## config.mk

```make
export PLATFORM = sky130hd
export DESIGN_NAME = wdt_stab_timer
export DESIGN_NICKNAME = d
export VERILOG_FILES = /design/src/rtl/wdt_stab_timer.sv
export SDC_FILE = /design/constraint.sdc
export NUM_CORES = 1
export LEC_CHECK = 0
export BUFFER_PORTS_ARGS = -buffer_cell sky130_fd_sc_hd__buf_2
export CORE_UTILIZATION = 30
export DETAILED_ROUTE_END_ITERATION = 6
export PLACE_DENSITY = 0.6
export SYNTH_ARGS = -nofsm -noshare
export SYNTH_HDL_FRONTEND = slang
export SYNTH_SLANG_ARGS = --single-unit
```

## constraint.sdc

```tcl
create_clock -name clk -period 4.5 [get_ports clk]
set_clock_uncertainty 0.15 [all_clocks]
set_input_delay 0.225 -clock clk [delete_from_list [all_inputs] [get_ports clk]]
set_output_delay 0.225 -clock clk [all_outputs]
set_load 0.01 [all_outputs]
```

## src/rtl/wdt_stab_timer.sv

```systemverilog
module wdt_stab_timer #(
  parameter int          CNT_W   = 8,
  parameter int          LOG_D0  = 12,
  parameter int          LOG_D1  = 10,
  parameter int          LOG_D2  = 7,
  parameter int          LOG_D3  = 4,
  parameter logic [3:0]  OFF_KEY = 4'b1010
) (
  input  logic       clk,
  input  logic       por_n,
  input  logic       ctl_we,
  input  logic [7:0] ctl_wdata,
  output logic [7:0] ctl_rdata,
  input  logic       stop_mode,
  input  logic       ext_wake,
  output logic       rst_req,
  output logic       cpu_clk_en
);
  localparam int M01   = (LOG_D0 > LOG_D1) ? LOG_D0 : LOG_D1;
  localparam int M23   = (LOG_D2 > LOG_D3) ? LOG_D2 : LOG_D3;
  localparam int PRE_W = (M01 > M23) ? M01 : M23;
  localparam logic [PRE_W-1:0] MSK0 = PRE_W'((64'd1 << LOG_D0) - 64'd1);
  localparam logic [PRE_W-1:0] MSK1 = PRE_W'((64'd1 << LOG_D1) - 64'd1);
  localparam logic [PRE_W-1:0] MSK2 = PRE_W'((64'd1 << LOG_D2) - 64'd1);
  localparam logic [PRE_W-1:0] MSK3 = PRE_W'((64'd1 << LOG_D3) - 64'd1);

  typedef enum logic [1:0] {S_RUN, S_STOP, S_STAB} st_t;

  st_t              st;
  logic [3:0]       key;
  logic [1:0]       sel;
  logic             from_por;
  logic [PRE_W-1:0] pre;
  logic [CNT_W-1:0] cnt;
  logic [PRE_W-1:0] msk;
  logic             rst_q;

  wire       clr_stb = ctl_we & ctl_wdata[1];
  wire       wake    = (st == S_STOP) & ext_wake;
  wire [1:0] eff_sel = (st == S_STAB && from_por) ? 2'b00 : sel;
  wire       tick    = (st != S_STOP) && ((pre & msk) == msk);
  wire       done    = (st == S_STAB) && cnt[CNT_W-1];
  wire       ovf     = (st == S_RUN) && tick && (&cnt);

  always_comb
    case (eff_sel)
      2'b00:   msk = MSK0;
      2'b01:   msk = MSK1;
      2'b10:   msk = MSK2;
      default: msk = MSK3;
    endcase

  assign ctl_rdata  = {key, sel, 2'b00};
  assign rst_req    = rst_q;
  assign cpu_clk_en = (st == S_RUN);

  always_ff @(posedge clk or negedge por_n)
    if (!por_n) begin
      key <= '0;
      sel <= '0;
    end else if (ctl_we) begin
      key <= ctl_wdata[7:4];
      sel <= ctl_wdata[3:2];
    end

  always_ff @(posedge clk or negedge por_n)
    if (!por_n) begin
      st       <= S_STAB;
      from_por <= 1'b1;
    end else
      case (st)
        S_RUN:   if (stop_mode) st <= S_STOP;
        S_STOP:  if (ext_wake) begin st <= S_STAB; from_por <= 1'b0; end
        default: if (cnt[CNT_W-1]) st <= S_RUN;
      endcase

  always_ff @(posedge clk or negedge por_n)
    if (!por_n)              pre <= '0;
    else if (wake)           pre <= '0;
    else if (st != S_STOP)   pre <= pre + 1'b1;

  always_ff @(posedge clk or negedge por_n)
    if (!por_n)                      cnt <= '0;
    else if (wake || done || clr_stb) cnt <= '0;
    else if (tick)                   cnt <= cnt + 1'b1;

  always_ff @(posedge clk or negedge por_n)
    if (!por_n) rst_q <= 1'b0;
    else        rst_q <= ovf && (key != OFF_KEY);


  rst_pulse_chk: assert property (@(posedge clk) disable iff (!por_n)
    rst_req |=> !rst_req);


  key_off_chk: assert property (@(posedge clk) disable iff (!por_n)
    (key == OFF_KEY) |=> !rst_req);


  stop_freeze_chk: assert property (@(posedge clk) disable iff (!por_n)
    (st == S_STOP && !ext_wake && !clr_stb) |=> ($stable(cnt) && $stable(pre)));


  stop_gate_chk: assert property (@(posedge clk) disable iff (!por_n)
    (cpu_clk_en && stop_mode) |=> !cpu_clk_en);


  stab_quiet_chk: assert property (@(posedge clk) disable iff (!por_n)
    (st != S_RUN) |=> !rst_req);


  en_rise_chk: assert property (@(posedge clk) disable iff (!por_n)
    $rose(cpu_clk_en) |-> ($past(cnt[CNT_W-1]) && cnt == '0));
endmodule

```

==> results.tsv <==
stage	metric	value	unit
grt	grt_pass1_wl	5306	µm
setup_path	end_kind	flip-flop	
final_layout	diodes	0	
yosys	ys.flop_type	dfrtp_1	
die	die_w	71.71	µm
grt	met1_usage	0.1525	
yosys	synth_top_area_cell	dfrtp_1	
yosys	syn_area	1458	µm²
status	outcome	complete, no violations	
setup_path	cp.required	4.55	ns
sta	finalSetupViolations	0	
grt	busiest_layer	met2	
power	p_switching	0.0002207	W
power	p_seq_frac	0.472	
clocking	clk_pin_slew	0.06	ns
die	ios	23	
routing	ant_nets	0	
final_layout	utilization	0.3778	
yosys	muxShareOfSynthArea	0.05322	
setup_path	criticalPathCategory	reg -> reg	
yosys	yosys.area_share.xor_xnor	0	
yosys	synthSimpleGateAreaFrac	0.2155	
final_layout	syn2layout_area_growth	16.74	%
power	p_int	0.0005314	W
grt	grt_max_degree	31	
grt	use_met3	0.05204	
power	leakagePower	0.7377	nW
yosys	netlist_instances	142	
sta	worst_slew_pin_slew	0.9532	ns
final_layout	final_common_cell	dfrtp_1	
routing	drc	0	
yosys	async_flop_share	1.000	
routing	wl_per_cell	14.35	µm
die	rows	24	
die	die_y	71.71	µm
routing	via_per_inst	5.353	
place	place_hpwl	2196	µm
power	pwr-share-clk	0.351	
place	port_buffers	19	
die	core	4504	µm²
setup_path	crit_fanout	25	
run	maxCapViolCount	0	
place	place_congestion	0.7824	
power	netSwitchingFraction	0.2935	
final_layout	nets	177	
routing	drt_iter0_markers	65	
yosys	synth_top_family_by_area	simple AND/OR/NAND/NOR gates	
sta	relSlewSlack	0.3626	
yosys	yosysSeqAreaShare	0.5167	
power	power.density	442.0	nW/µm²
die	dieArea	5142	µm²
clocking	cts.repair.resized	0	
clocking	htreeDepth	2	
grt	antenna_found_initial	0	
power	vdd_drop_max	0.1828	mV
grt	grtUsageMet2	0.2296	
final_layout	drive_gt1_frac	0.2331	
grt	grt_pass1_vias	1202	
yosys	netlist_top_cells_area	dfrtp_1 48%, o31ai_1 4.6%, mux2_2 4.6%	
clocking	cts_tree	built	
yosys	syn_avg_cell_area	10.27	µm²
routing	via_count	1151	
yosys	yosysUniqueCellTypes	35	
yosys	synthAdderAreaFrac	0.01717	
sta	min_period	2.746	ns
setup_path	crit_path_start_kind	flip-flop	
clocking	insertion_delay	0.28	ns
final_layout	mostFrequentLayoutCells	28 x dfrtp_1, 19 x buf_2, 15 x nand2_1	
routing	wirelength	3085	µm
clocking	cts_buffer_depth	2	
clocking	cts_sinks	30	
sta	final_max_slew_viol_count	0	
yosys	ys_ff_latch	30	
sta	fin_setup_tns	0	ns
grt	grt.total_usage	0.1355	
sta	hold_viol_final	0	
yosys	synth-compound-area-share	0.1631	
die	initial_core_util	0.3236	
setup_path	arrival	2.80	ns
yosys	synth_top_cell_area_share	0.4807	
sta	period_share	0.6103	
sta	rsz0062_at_grt	false	
clocking	clockRootBuffer	clkbuf_8	
grt	gr-total-overflow	0	
clocking	cts_made_buffers	5	
routing	drtPass1Iterations	4	
sta	fmax	364.1	MHz
yosys	synth.yosys.warnings	0	
yosys	synth_edf_count	0	
power	p_comb_frac	0.177	
hold_path	hp-class	in -> reg	
## state kept, by name, indices dropped and copies added, names as in the netlist
name and cells:
pre 12, cnt 8, sel 2, st 2
key 4, from_por 1, rst_req 1
## power by group through the flow
stage	clock network (W)	registers, W	logic, W
finish	0.000264	0.000355	0.000133
global route	0.000283	0.000364	0.000155
CTS	0.000272	0.000355	0.000135
detailed placement	0	0.000358	0.000136
global placement	0	0.000355	0.000125
floorplan	0	0.000352	0.0000938
## final timing paths
| kind | cells after the start | startpoint | end | slack, ns |
|---|---|---|---|---|
| max | 4 | st[1] | cnt[3] | 1.75 |
| min | 2 | ctl_wdata[6] | key[2] | 0.02 |
| max reg2reg | 4 | st[1] | cnt[3] | 1.75 |
| min reg2reg | 1 | pre[11] | pre[11] | 0.34 |
| max in group asynchronous | 2 | por_n | cnt[2] | 3.40 |
| min in group asynchronous | 2 | por_n | pre[2] | 0.37 |
## synth_stat cells, types with 3 or more instances
master and n:
a21oi_1 7, and3_1 3, clkbuf_1 4, dfrtp_1 28, mux2_2 6, nand2_1 15, nand3_1 7, nand4_1 5
nor2_1 7, o211ai_1 4, o21ai_0 11, o31ai_1 9, or4_1 6
## per-stage QoR
stage          power (W)  setup WS [ns]  cell area, µm²  instances  hold WS [ns]
6_report       0.0007521          1.754            1702        215       0.02310
2_1_floorplan  0.0004457          2.646            1461        143       -0.2206
4_1_cts        0.0007621          1.732            1702        215       0.01399
3_5_place_dp   0.0004942          1.727            1583        206        0.1515
3_3_place_gp   0.0004805          1.877            1583        206        0.1419
5_1_grt        0.0008028          1.547            1702        215       0.01352
## what timing repair did
action	in CTS	in global routing
hold buffers	1	0
setup endpoints to repair	0	0
buffers inserted	0	0
endpoints found under the hold margin	28	0
## metal layers
| layer | up-vias | wire [µm] |
|---|---|---|
| li1 | 563 | - |
| met1 | 560 | 1271 |
| met2 | 22 | 1607 |
| met3 | 6 | 160 |
| met4 | 0 | 46 |
| met5 | - | 0 |
## cells by family (layout without fill, tap and decap cells)
family / count (synthesis) / count (layout)
compound gates: 37 / 37
mux: 7 / 7
simple gates: 55 / 55
other cells: 1 / 2
fa+ha+maj: 2 / 2
flops: 30 / 30
buf+inv: 10 / 30
## critical path, stage by stage, from the launching register on
cell and delay, ns:
dfstp_2 0.58, nand2b_1 0.22, nand4_1 0.77, or4_1 0.77
a21oi_1 0.17
## layout make-up
type	instances	area, µm²
inverters	2	7.507
repair buffers	20	105.1
fillers	464	2803
multi-input cells	103	661.9
flip-flops and latches	30	753.2
clock inverters	3	40.04
clock buffers	5	68.82
well taps	52	65.06
No activity file was read; power rests on OpenSTA's default activity.
